==> config.mk <==
export PLATFORM = sky130hd
export DESIGN_NAME = opspec_resolver
export DESIGN_NICKNAME = d
export VERILOG_FILES = /design/src/rtl/opspec_pkg.sv /design/src/rtl/opspec_regfile.sv /design/src/rtl/opspec_step.sv /design/src/rtl/opspec_resolver.sv
export SDC_FILE = /design/constraint.sdc
export NUM_CORES = 1
export LEC_CHECK = 0
export ABC_AREA = 1
export BUFFER_PORTS_ARGS = -buffer_cell sky130_fd_sc_hd__buf_2
export CAP_MARGIN = 20
export CORE_MARGIN = 2
export CORE_UTILIZATION = 35
export DETAILED_ROUTE_END_ITERATION = 7
export GPL_TIMING_DRIVEN = 1
export PLACE_DENSITY_LB_ADDON = 0.12
export SETUP_SLACK_MARGIN = 0.5
export SLEW_MARGIN = 20
export SYNTH_ARGS = -nofsm -noshare
export SYNTH_HDL_FRONTEND = slang
export SYNTH_SLANG_ARGS = --single-unit
==> constraint.sdc <==
create_clock -name clk -period 4.3 [get_ports clk]
set_input_delay 0.43 -clock clk [delete_from_list [all_inputs] [get_ports clk]]
set_output_delay 0.43 -clock clk [all_outputs]
set_load 0.05 [all_outputs]
==> src/rtl/opspec_pkg.sv <==
package opspec_pkg;
    typedef enum logic [2:0] {
        AM_REG    = 3'd0,
        AM_DEF    = 3'd1,
        AM_INC    = 3'd2,
        AM_INCDEF = 3'd3,
        AM_DEC    = 3'd4,
        AM_DECDEF = 3'd5,
        AM_IDX    = 3'd6,
        AM_IDXDEF = 3'd7
    } am_t;

    typedef enum logic [1:0] {
        ST_IDLE  = 2'd0,
        ST_INDEX = 2'd1,
        ST_PTR   = 2'd2,
        ST_DONE  = 2'd3
    } st_t;

    localparam int SP_NUM = 6;
    localparam int PC_NUM = 7;
endpackage

==> src/rtl/opspec_regfile.sv <==
module opspec_regfile #(
    parameter int W    = 16,
    parameter int NREG = 8,
    parameter int RW   = $clog2(NREG)
) (
    input  logic          clk,
    input  logic          rst_n,
    input  logic          ext_we,
    input  logic [RW-1:0] ext_sel,
    input  logic [W-1:0]  ext_data,
    input  logic          upd_we,
    input  logic [RW-1:0] upd_sel,
    input  logic [W-1:0]  upd_data,
    output logic [W-1:0]  regs [NREG]
);
    for (genvar g = 0; g < NREG; g++) begin : g_reg
        always_ff @(posedge clk) begin
            if (!rst_n) begin
                regs[g] <= '0;
            end else if (upd_we && upd_sel == RW'(g)) begin
                regs[g] <= upd_data;
            end else if (ext_we && ext_sel == RW'(g)) begin
                regs[g] <= ext_data;
            end
        end
    end
endmodule

==> src/rtl/opspec_step.sv <==
module opspec_step
    import opspec_pkg::*;
#(
    parameter int W  = 16,
    parameter int RW = 3
) (
    input  am_t           mode,
    input  logic [RW-1:0] sel,
    input  logic          byte_op,
    output logic [W-1:0]  step
);
    localparam logic [RW-1:0] SP_SEL = RW'(SP_NUM);

    logic deferred;
    logic narrow;

    always_comb begin
        deferred = (mode == AM_INCDEF) || (mode == AM_DECDEF);
        narrow   = byte_op && !deferred && (sel < SP_SEL);
        step     = narrow ? W'(1) : W'(2);
    end
endmodule

==> src/rtl/opspec_resolver.sv <==
module opspec_resolver
    import opspec_pkg::*;
#(
    parameter int W    = 16,
    parameter int NREG = 8
) (
    input  logic         clk,
    input  logic         rst_n,
    input  logic         start,
    input  logic [2:0]   spec_mode,
    input  logic [2:0]   spec_reg,
    input  logic         byte_op,
    output logic         busy,
    output logic         done,
    output logic         res_is_reg,
    output logic [15:0]  res_val,
    output logic         mem_req,
    output logic [15:0]  mem_addr,
    input  logic         mem_ready,
    input  logic [15:0]  mem_rdata,
    input  logic         wr_en,
    input  logic [2:0]   wr_sel,
    input  logic [15:0]  wr_data,
    input  logic [2:0]   rd_sel,
    output logic [15:0]  rd_data
);
    localparam int RW = $clog2(NREG);
    localparam logic [RW-1:0] PC_SEL = RW'(PC_NUM);
    localparam logic [W-1:0]  TWO    = W'(2);

    st_t           state_q, state_d;
    logic [W-1:0]  addr_q,  addr_d;
    logic [W-1:0]  res_q,   res_d;
    logic          isreg_q, isreg_d;
    logic          defer_q, defer_d;
    logic [RW-1:0] sel_q,   sel_d;

    logic          upd_we;
    logic [RW-1:0] upd_sel;
    logic [W-1:0]  upd_data;
    logic [W-1:0]  regs [NREG];
    logic [W-1:0]  step;
    logic [W-1:0]  rv, pc, base, sum;
    am_t           mode_in;

    assign mode_in = am_t'(spec_mode);

    opspec_regfile #(.W(W), .NREG(NREG), .RW(RW)) u_rf (
        .clk      (clk),
        .rst_n    (rst_n),
        .ext_we   (wr_en && (state_q == ST_IDLE)),
        .ext_sel  (wr_sel),
        .ext_data (wr_data),
        .upd_we   (upd_we),
        .upd_sel  (upd_sel),
        .upd_data (upd_data),
        .regs     (regs)
    );

    opspec_step #(.W(W), .RW(RW)) u_step (
        .mode    (mode_in),
        .sel     (spec_reg),
        .byte_op (byte_op),
        .step    (step)
    );

    assign rd_data = regs[rd_sel];
    assign rv      = regs[spec_reg];
    assign pc      = regs[PC_SEL];
    assign base    = (sel_q == PC_SEL) ? (pc + TWO) : regs[sel_q];
    assign sum     = mem_rdata + base;

    // state register
    always_ff @(posedge clk) begin
        if (!rst_n) begin
            state_q <= ST_IDLE;
            addr_q  <= '0;
            res_q   <= '0;
            isreg_q <= 1'b0;
            defer_q <= 1'b0;
            sel_q   <= '0;
        end else begin
            state_q <= state_d;
            addr_q  <= addr_d;
            res_q   <= res_d;
            isreg_q <= isreg_d;
            defer_q <= defer_d;
            sel_q   <= sel_d;
        end
    end

    // next state, captured values and register side effects
    always_comb begin
        state_d  = state_q;
        addr_d   = addr_q;
        res_d    = res_q;
        isreg_d  = isreg_q;
        defer_d  = defer_q;
        sel_d    = sel_q;
        upd_we   = 1'b0;
        upd_sel  = spec_reg;
        upd_data = rv;
        unique case (state_q)
            ST_IDLE: begin
                if (start) begin
                    sel_d   = spec_reg;
                    isreg_d = (mode_in == AM_REG);
                    defer_d = 1'b0;
                    unique case (mode_in)
                        AM_REG: begin
                            res_d   = W'(spec_reg);
                            state_d = ST_DONE;
                        end
                        AM_DEF: begin
                            res_d   = rv;
                            state_d = ST_DONE;
                        end
                        AM_INC: begin
                            res_d    = rv;
                            upd_we   = 1'b1;
                            upd_data = rv + step;
                            state_d  = ST_DONE;
                        end
                        AM_INCDEF: begin
                            addr_d   = rv;
                            upd_we   = 1'b1;
                            upd_data = rv + step;
                            state_d  = ST_PTR;
                        end
                        AM_DEC: begin
                            res_d    = rv - step;
                            upd_we   = 1'b1;
                            upd_data = rv - step;
                            state_d  = ST_DONE;
                        end
                        AM_DECDEF: begin
                            addr_d   = rv - step;
                            upd_we   = 1'b1;
                            upd_data = rv - step;
                            state_d  = ST_PTR;
                        end
                        AM_IDX, AM_IDXDEF: begin
                            addr_d  = pc;
                            defer_d = (mode_in == AM_IDXDEF);
                            state_d = ST_INDEX;
                        end
                    endcase
                end
            end
            ST_INDEX: begin
                if (mem_ready) begin
                    upd_we   = 1'b1;
                    upd_sel  = PC_SEL;
                    upd_data = pc + TWO;
                    if (defer_q) begin
                        addr_d  = sum;
                        state_d = ST_PTR;
                    end else begin
                        res_d   = sum;
                        state_d = ST_DONE;
                    end
                end
            end
            ST_PTR: begin
                if (mem_ready) begin
                    res_d   = mem_rdata;
                    state_d = ST_DONE;
                end
            end
            ST_DONE: begin
                state_d = ST_IDLE;
            end
        endcase
    end

    // outputs
    always_comb begin
        busy       = (state_q != ST_IDLE);
        done       = (state_q == ST_DONE);
        mem_req    = (state_q == ST_INDEX) || (state_q == ST_PTR);
        mem_addr   = addr_q;
        res_val    = res_q;
        res_is_reg = isreg_q;
    end
endmodule

# Word level (Yosys, flattened, before mapping)
# Cells that the tools add are included.
# totals
output_inout_bits	52
register_bits	167
elab_cells	160
input_bits	50
# op_classes
addsub	4
n_reduce_logical	48
bitwise_logic	3
n_mux	55
n_lt_le_gt_ge	4
eq_ne	32
# op_table
op	count
two-way mux 16 bit	32
binary-select mux 16 bit (select 3 bit)	3
one-hot mux 16 bit (3 select lines)	3
one-hot mux 16 bit (2 select lines)	3
equality test 3 bit, second input constant	13
adder 16 bit	2
nonzero test 2 bit	10
logical AND 1 bit	19
equality test 3 x 2 -> 1 bit, second input constant	6
adder 16 x 2 -> 16 bit, second input constant	1
subtractor 16 bit	1
greater-or-equal comparator 4 bit, second input constant	3
NOT 3 -> 4 bit	3
inequality test 2 bit, second input constant	5
OR reduction 2 bit	5
equality test 3 x 1 -> 1 bit, second input constant	3
logical NOT 3 bit	3
two-way mux 2 bit	4
one-hot mux 2 bit (4 select lines)	1
OR reduction 4 bit	2
two-way mux 3 bit	2
one-hot mux 2 bit (3 select lines)	1
AND reduction 6 bit	1
two-way mux 1 bit	5
13 further kinds	15

# Longest topological paths before layout
# Gate-level depths: netlist of run 1.
# depth
ltp_word	11
mapped_depth	24
ltp_nobuf	23

# By module
# A second synthesis of run 1 with hierarchy kept.
# unflattened
cells_unflattened	2706
hier_area_um2	15562.4
# modules_own_cells
module	instances	area_per_inst_um2	seq_area_each_um2	cells_each
opspec_resolver	1	9218.8	780.7	1714
opspec_regfile	1	6192.2	2562.5	967
opspec_step	1	151.4	0.0	25

# Worst setup path before layout of run 1
# OpenSTA, ideal clock, no wires.
# synth_timing
kind	input to register
start	input port spec_mode[2]
end	register u_rf.regs[104] (netlist bit)
setup_time_ns	0.128
t_arrival_ns	3.110
path_stages	20
slack_ns	1.063
path_cell_list	buf_2 > nand3_2 > clkinv_1 > a21oi_1 > nand3_1 > inv_1 > ha_1 > inv_1 > fa_1 > inv_1 > nand2_2 > nor2_4 > nand2_1 > xor2_1 > nand2_1 > nand3_1 > nand2_2 > nand3_2 > a21oi_1 > nor2_1
# synth_between
elab_chain_cells	11
word_cells_on_any_way	23
# synth_rtl
element	line	source
start, declared	opspec_resolver.sv:10	input logic [2:0] spec_mode,
equality test 3 x 2 -> 1 bit or equality test 3 bit (tied branches)	opspec_step.sv:18, opspec_resolver.sv:109	
logical OR 1 bit	opspec_step.sv:18	deferred = (mode == AM_INCDEF) || (mode == AM_DECDEF);
logical NOT 1 bit	opspec_step.sv:19	narrow = byte_op && !deferred && (sel < SP_SEL);
logical AND 1 bit (2 in series)	opspec_step.sv:19	
two-way mux 2 bit	opspec_step.sv:20	step = narrow ? W'(1) : W'(2);
subtractor 16 bit or adder 16 bit (tied branches)	n/a	
one-hot mux 16 bit (2 select lines)	opspec_resolver.sv:109	unique case (mode_in)
two-way mux 16 bit	opspec_resolver.sv:105	if (start) begin
one-hot mux 16 bit (2 select lines)	opspec_resolver.sv:103	unique case (state_q)
two-way mux 16 bit	opspec_regfile.sv:20	end else if (upd_we && upd_sel == RW'(g)) begin
end signal, assigned by index	opspec_regfile.sv:21	regs[g] <= upd_data;
end signal, assigned by index	opspec_regfile.sv:23	regs[g] <= ext_data;
end, declared	opspec_regfile.sv:14	output logic [W-1:0] regs [NREG]
# Several ways; a longest one is shown, not always the timed one.
# A chain may end at the register's enable or synchronous reset.

# Worst setup path after layout of run 1
# layout_timing
start	register state_q[0]
end	register u_rf.regs[45] (netlist bit)
# layout_between
elab_chain_cells	5
word_cells_on_any_way	11
# layout_rtl
element	line	source
start, declared	opspec_resolver.sv:31	st_t state_q, state_d;
start signal, assigned	opspec_resolver.sv:83	state_q <= state_d;
equality test 2 x 1 -> 1 bit	opspec_resolver.sv:103	
two-way mux 3 bit	opspec_resolver.sv:103	
equality test 3 bit	opspec_regfile.sv:20	
logical AND 1 bit	opspec_regfile.sv:20	
two-way mux 16 bit or nonzero test 2 bit (tied branches)	n/a	
# Several ways; a longest one is shown, not always the timed one.

==> results_dict.tcl, run 1 <==
set metrics [dict create \
    htreeDepth 4 \
    holdPathStages 3 \
    max_freq_mhz 268 \
    power_w 0.00862 \
    top_register "u_rf.regs" \
    relSlewSlack 0.246 \
    grt_overflow 0 \
    drt-pass1-iter-count 7 \
    finalCriticalPeriod_ns 3.74 \
    r2r_setup_slack_ns 0.56 \
    layout_common_cells "nand2_1, o21ai_0, a21oi_1" \
    dieHeight_um 209 \
    initial_utilization 0.352 \
    crit_chain "inv_1 > ha_1 > nand2_1 > inv_1 > nand2_2 > inv_2 > nor2_4 > nor3_1 > buf_4 > nor2_2 > inv_1 > o21ai_0 > a21oi_1 > nor2_1" \
    fp.dieArea_um2 43600 \
    tightestPinTransition_ns 1.13 \
    cts_tree "yes" \
    cts_root_buf "clkbuf_16" \
    port_buffers 101 \
    hold_viol 0 \
    critPathMaxStageDelay_ns 0.84 \
    grt_pass1_vias 16900 \
    final_common_cell "nand2_1" \
    via_per_inst 6.01 \
    skew_ns 0.0149 \
    synth_nets 2568 \
    post-route-drc-count 0 \
    maxCapViolCount 0 \
    synth_flop_cell "dfxtp_1" \
    ys_warn_count 0 \
    dp_hpwl_um 55300 \
    vias 18500 \
    syn_avg_cell_area_um2 5.90 \
    critPathKind "flop to flop" \
    grt_antenna_before_repair 3 \
    startpoint_type "flop" \
    leakage_nw 6.94 \
    cp.required_ns 4.73 \
    cts.sinks 167 \
    ys_ff_latch 167 \
    endpoint_kind "flop" \
    drtAntennaViolNets 0 \
    nFillCells 4659 \
    drive_gt1_frac 0.121 \
    holdCritStartpoint "spec_mode[2]" \
    wl_per_cell_um 24.7 \
    core_area_um2 41700 \
    die_x_um 209 \
    drt-total-wl_um 76200 \
    multi_input_area_um2 9560 \
    r2r-end "u_rf.regs[45]" \
    pwr-share-clk 0.192 \
    critPathMaxFanout 12 \
    min_to "defer_q" \
    synthCells 2490 \
    hold_buffers 0 \
    p_seq_frac 0.236 \
    status "completed" \
    arrival_ns 4.17 \
    r2r_cells 14 \
    rr_startpoint "state_q[0]" \
    syn_area_um2 14700 \
    grt_usage 0.345 \
    grt_max_degree 80 \
    synth_edf_count 0 \
    power_frac_comb 0.572 \
    gp_congestion 0.999 \
    yosysUniqueCellTypes 51 \
    cts_buffers 17 \
    rsz0062_at_grt "true" \
    cts.reportedPaths.clkPinSlew_ns 0.08 \
    syn_to_final_growth_pct 11.8 \
    ys_seq_area_frac 0.228 \
    largest_register_ffs 128 \
    async_flop_share 0 \
    seq_area_um2 3340 \
    swShare 0.537 \
    drtIter0Drc 2619 \
    grt_pass1_wl_um 112000 \
    finalSetupViolCount 0 \
    drv_slew 0 \
    io_pins 102 \
    nets 2611 \
    cts_max_path_buffers 2 \
    fin_crit_sh 0.869 \
    netSwitchingPower_w 0.00463 \
    crit_top_cell "inv_1" \
    power_density_nw_per_um2 525 \
    finalSetupTns_ns 0 \
    slowest_stage "nor2_2" \
    power.internal_w 0.00399 \
    fp-row-count 75 \
    hold_path.class "input pin to flop" \
    vdd_drop_max_uv 302 \
    clock_latency_ns 0.51 \
]
## Yosys cell counts, types with 10 or more instances
| master | number | area share |
|---|---|---|
| clkbuf_1 | 108 | 0.028 |
| dfxtp_1 | 167 | 0.23 |
| nand3_2 | 14 | 0.0095 |
| inv_2 | 12 | 0.0031 |
| o21ai_0 | 321 | 0.11 |
| clkinv_1 | 13 | 0.0033 |
| nor2_1 | 137 | 0.035 |
| nand2_1 | 562 | 0.14 |
| nand4_1 | 43 | 0.018 |
| inv_1 | 259 | 0.066 |
| a221oi_1 | 16 | 0.0095 |
| buf_2 | 26 | 0.0089 |
| nor3_1 | 14 | 0.0048 |
| o22ai_1 | 15 | 0.0064 |
| o211ai_1 | 27 | 0.014 |
| o21ai_1 | 40 | 0.014 |
| ha_1 | 25 | 0.021 |
| xor2_1 | 16 | 0.0095 |
| o221ai_1 | 10 | 0.0060 |
| nand3_1 | 212 | 0.072 |
| buf_4 | 10 | 0.0051 |
| a31oi_1 | 59 | 0.025 |
| nand2_2 | 29 | 0.012 |
| a21oi_1 | 268 | 0.091 |
| buf_6 | 11 | 0.0084 |
## layout make-up
class | count | share of cell area
Multi-Input combinational cell | 1881 | 0.583
Sequential cell | 167 | 0.204
Timing Repair Buffer | 181 | 0.0712
Inverter | 285 | 0.0656
Tap cell | 539 | 0.0411
Clock buffer | 20 | 0.0278
Clock inverter | 11 | 0.00770
Antenna cell | 1 | 0.000152
## critical path, delay by kind of cell, from the launching register on
| family | cells | cell delay [ns] |
|---|---|---|
| fa+ha+maj | 1 | 0.24 |
| flops | 1 | 0.42 |
| simple gates | 6 | 1.75 |
| compound gates | 2 | 0.32 |
| buf+inv | 5 | 0.92 |
## layer usage
layer | wire length (µm) | GRT usage | vias to the layer above
met5 | 13 | 0 | -
met4 | 3640 | 0.162 | 2
met3 | 8940 | 0.0839 | 211
met2 | 32400 | 0.524 | 1182
met1 | 31200 | 0.459 | 8613
li1 | - | - | 8526
## through the flow
| step | hold slack [ns] | cells | util | worst slack [ns] | instance area (µm²) |
|---|---|---|---|---|---|
| floorplan | 0.445 | 2490 | - | 1.06 | 14700 |
| global placement | 0.450 | 3053 | 0.379 | 0.688 | 15800 |
| detailed placement | 0.453 | 3053 | 0.379 | 0.656 | 15800 |
| CTS | 0.224 | 3084 | 0.393 | 0.670 | 16400 |
| global route | 0.272 | 3085 | 0.394 | 0.475 | 16400 |
| finish | 0.261 | 3085 | 0.394 | 0.565 | 16400 |
## kinds of logic after synthesis
group                    count (synthesis)  share of synthesized area
flip-flops                             167                      0.228
AND/OR/NAND/NOR                       1048                      0.320
adder cells (fa/ha/maj)                 28                     0.0254
AO/OA/AOI/OAI                          788                      0.293
XOR/XNOR                                17                     0.0107
buffers and inverters                  442                      0.123
## what timing repair did
action,4_1_cts,5_1_grt
gates resized for setup,0,10
buffers inserted,0,0
endpoints found under the setup margin,0,8
## worst max-delay path by stage
stage | from | endpoint | slack [ns] | cells past startpoint
finish | state_q[0] | u_rf.regs[45] | 0.56 | 14
detailed placement | spec_mode[1] | u_rf.regs[100] | 0.66 | 20
global route | u_rf.regs[1] | res_val[15] | 0.47 | 20
CTS | u_rf.regs[2] | res_val[15] | 0.67 | 19
floorplan | spec_mode[2] | u_rf.regs[104] | 1.06 | 20
global placement | u_rf.regs[2] | res_val[15] | 0.69 | 19
## power by group through the flow
stage          Combinational [W]  Clock, W  Sequential (W)
5_1_grt                  0.00531   0.00172         0.00206
4_1_cts                  0.00480   0.00168         0.00203
2_1_floorplan            0.00270         0         0.00249
3_3_place_gp             0.00478         0         0.00206
6_report                 0.00493   0.00165         0.00203
3_5_place_dp             0.00479         0         0.00206
Note: power is estimated with default switching activity, not from simulation.
==> run 2, diff against run 1 <==
Settings changed: CORE_MARGIN 2 to 4.
==> run 2 against run 1 <==
- die area is 3.9% higher
- power is 1.6% lower
- clock power shrank 3%
- register-to-register slack improved by 0.18 ns
- routed wire length is 2.7% lower
- combinational power down 2%
- clock skew increased by 0.0041 ns
- clock-buffer cell count down 2
- via count shrank 0.44%
==> results_dict.tcl, run 2 (synthesis gave the netlist of run 1 again) <==
set metrics [dict create \
    initial_utilization 0.357 \
    gp_congestion 0.988 \
    route.met2.wl_um 32400 \
    hold_viol 0 \
    grt_pass1_wl_um 109000 \
    cts.reportedPaths.clkPinSlew_ns 0.08 \
    status "completed" \
    startpoint_type "flop" \
    crit_top_cell "nand2_1" \
    critPathKind "flop to flop" \
    r2r-end "res_val[14]" \
    cts.sinks 167 \
    r2r_setup_slack_ns 0.74 \
    worst-path-buf-inv 1 \
    highest_layer "met4" \
    endpoint_kind "flop" \
    drv_slew 0 \
    grt_usage 0.319 \
    top_register "u_rf.regs" \
    wl_per_cell_um 24.1 \
    dp_cells 3040 \
    dp_hpwl_um 54600 \
    core_area_um2 41100 \
    critPathMaxFanout 7 \
    finalCriticalPeriod_ns 3.56 \
    cts_root_buf "clkbuf_16" \
    diodes 0 \
    cts_max_path_buffers 2 \
    wl_met1_um 31000 \
    via_per_inst 6.00 \
    post-route-drc-count 0 \
    rr_startpoint "u_rf.regs[1]" \
    crit_chain "ha_1 > nand2_1 > nor3_4 > nand4_1 > xor2_1 > o21ai_0 > inv_1 > ha_1 > a21oi_1 > nand4_1 > nand2_1 > nand2_1 > a21oi_1 > nor2_1 > nor2_1 > nand2_1 > nand2_1 > nand3_1 > a21oi_1" \
    finalSetupTns_ns 0 \
    hold_ws_ns 0.287 \
    drtIter0Drc 2387 \
    power_density_nw_per_um2 518 \
    stdcell_count 3074 \
    tightestPinTransition_ns 1.07 \
    die_x_um 213 \
    dieHeight_um 213 \
    max_freq_mhz 281 \
    dp_slack_ns 0.584 \
    vias 18500 \
    wl_met3_um 7710 \
    fp-row-count 74 \
    largest_register_ffs 128 \
    fin_ws_ns 0.744 \
    grt_overflow 0 \
    grt_max_degree 76 \
    fin_crit_sh 0.827 \
    finalSetupViolCount 0 \
    clock_latency_ns 0.48 \
    drtAntennaViolNets 0 \
    min_to "u_rf.regs[101]" \
    slowest_stage "ha_1" \
    vdd_drop_max_uv 275 \
    critPathMaxStageDelay_ns 0.39 \
    r2r_cells 19 \
    cts_tree "yes" \
    grt_antenna_before_repair 0 \
    drt-total-wl_um 74100 \
    maxCapViolCount 0 \
    cp.required_ns 4.69 \
    layout_common_cells "nand2_1, o21ai_0, a21oi_1" \
    rsz0062_at_grt "true" \
    skew_ns 0.0190 \
    leakage_nw 6.91 \
    arrival_ns 3.95 \
    drt-pass1-iter-count 7 \
    relSlewSlack 0.283 \
    cts_buffers 17 \
    holdCritStartpoint "wr_data[5]" \
    fp.dieArea_um2 45300 \
    holdPathStages 3 \
    syn_to_final_growth_pct 11.4 \
    nets 2607 \
    final_common_cell "nand2_1" \
    drive_gt1_frac 0.120 \
    path_delay_family "simple AND/OR/NAND/NOR gates" \
    htreeDepth 4 \
    hold_path.class "input pin to flop" \
    grt_pass1_vias 16900 \
    io_pins 102 \
    port_buffers 101 \
]
-- run 2: changes by cell type in the layout (fill, tap and decap cells not counted), moves of 2 or more --
cell,delta
inv_6,+7
buf_4,-4
clkinvlp_4,-3
clkbuf_8,-2
clkinv_4,-2
-- run 2: final cells by class --
cell class              count  area, µm²
inverters                 285       1070
repair buffers            177       1140
multi-input cells        1881       9560
clock buffers              18        429
clock inverters            14        136
fillers                  4587      24800
flip-flops and latches    167       3340
well taps                 532        666
-- run 2: how the worst max path moves through the flow --
stage / cells after the start / start / slack (ns) / endpoint
finish: 19 / u_rf.regs[1] / 0.74 / res_val[14]
CTS: 14 / state_q[0] / 0.56 / u_rf.regs[45]
global placement: 16 / spec_reg[0] / 0.56 / u_rf.regs[92]
detailed placement: 16 / spec_reg[0] / 0.58 / u_rf.regs[124]
floorplan: 20 / spec_mode[2] / 1.06 / u_rf.regs[104]
global route: 23 / sel_q[0] / 0.44 / res_val[14]
-- run 2: worst register-to-register path, cell delays in order (launching register included) --
cell and delay, ns:
dfxtp_1 0.38, ha_1 0.20, nand2_1 0.13, nor3_4 0.30, nand4_1 0.22, xor2_1 0.21
o21ai_0 0.30, inv_1 0.08, ha_1 0.39, a21oi_1 0.23, nand4_1 0.22, nand2_1 0.12
nand2_1 0.06, a21oi_1 0.16, nor2_1 0.06, nor2_1 0.09, nand2_1 0.07, nand2_1 0.06
nand3_1 0.07, a21oi_1 0.12
-- run 2: what timing repair did --
item / 4_1_cts / 5_1_grt
buffers inserted: 0 / 1
hold buffers: 0 / 0
gates resized for setup: 0 / 10
setup endpoints to repair: 0 / 11
-- run 2: per-layer routing --
layer | vias to the layer above | GRT usage
met2 | 1137 | 0.499
met1 | 8631 | 0.435
li1 | 8507 | -
met4 | 0 | 0.116
met5 | - | 0
met3 | 178 | 0.0680
-- run 2: per-stage QoR --
step | cell area (µm²) | power (W) | utilization
final | 16400 | 0.00847 | 0.398
after global routing | 16400 | 0.00896 | 0.398
after CTS | 16300 | 0.00833 | 0.396
after detailed placement | 15700 | 0.00674 | 0.383
after global placement | 15700 | 0.00671 | 0.383
after floorplan | 14700 | 0.00519 | -
-- run 2: power by group --
part	internal [W]	total (W)	switching, W
logic	0.00127	0.00485	0.00358
registers	0.00182	0.00202	0.000204
clock network	0.000813	0.00160	0.000791
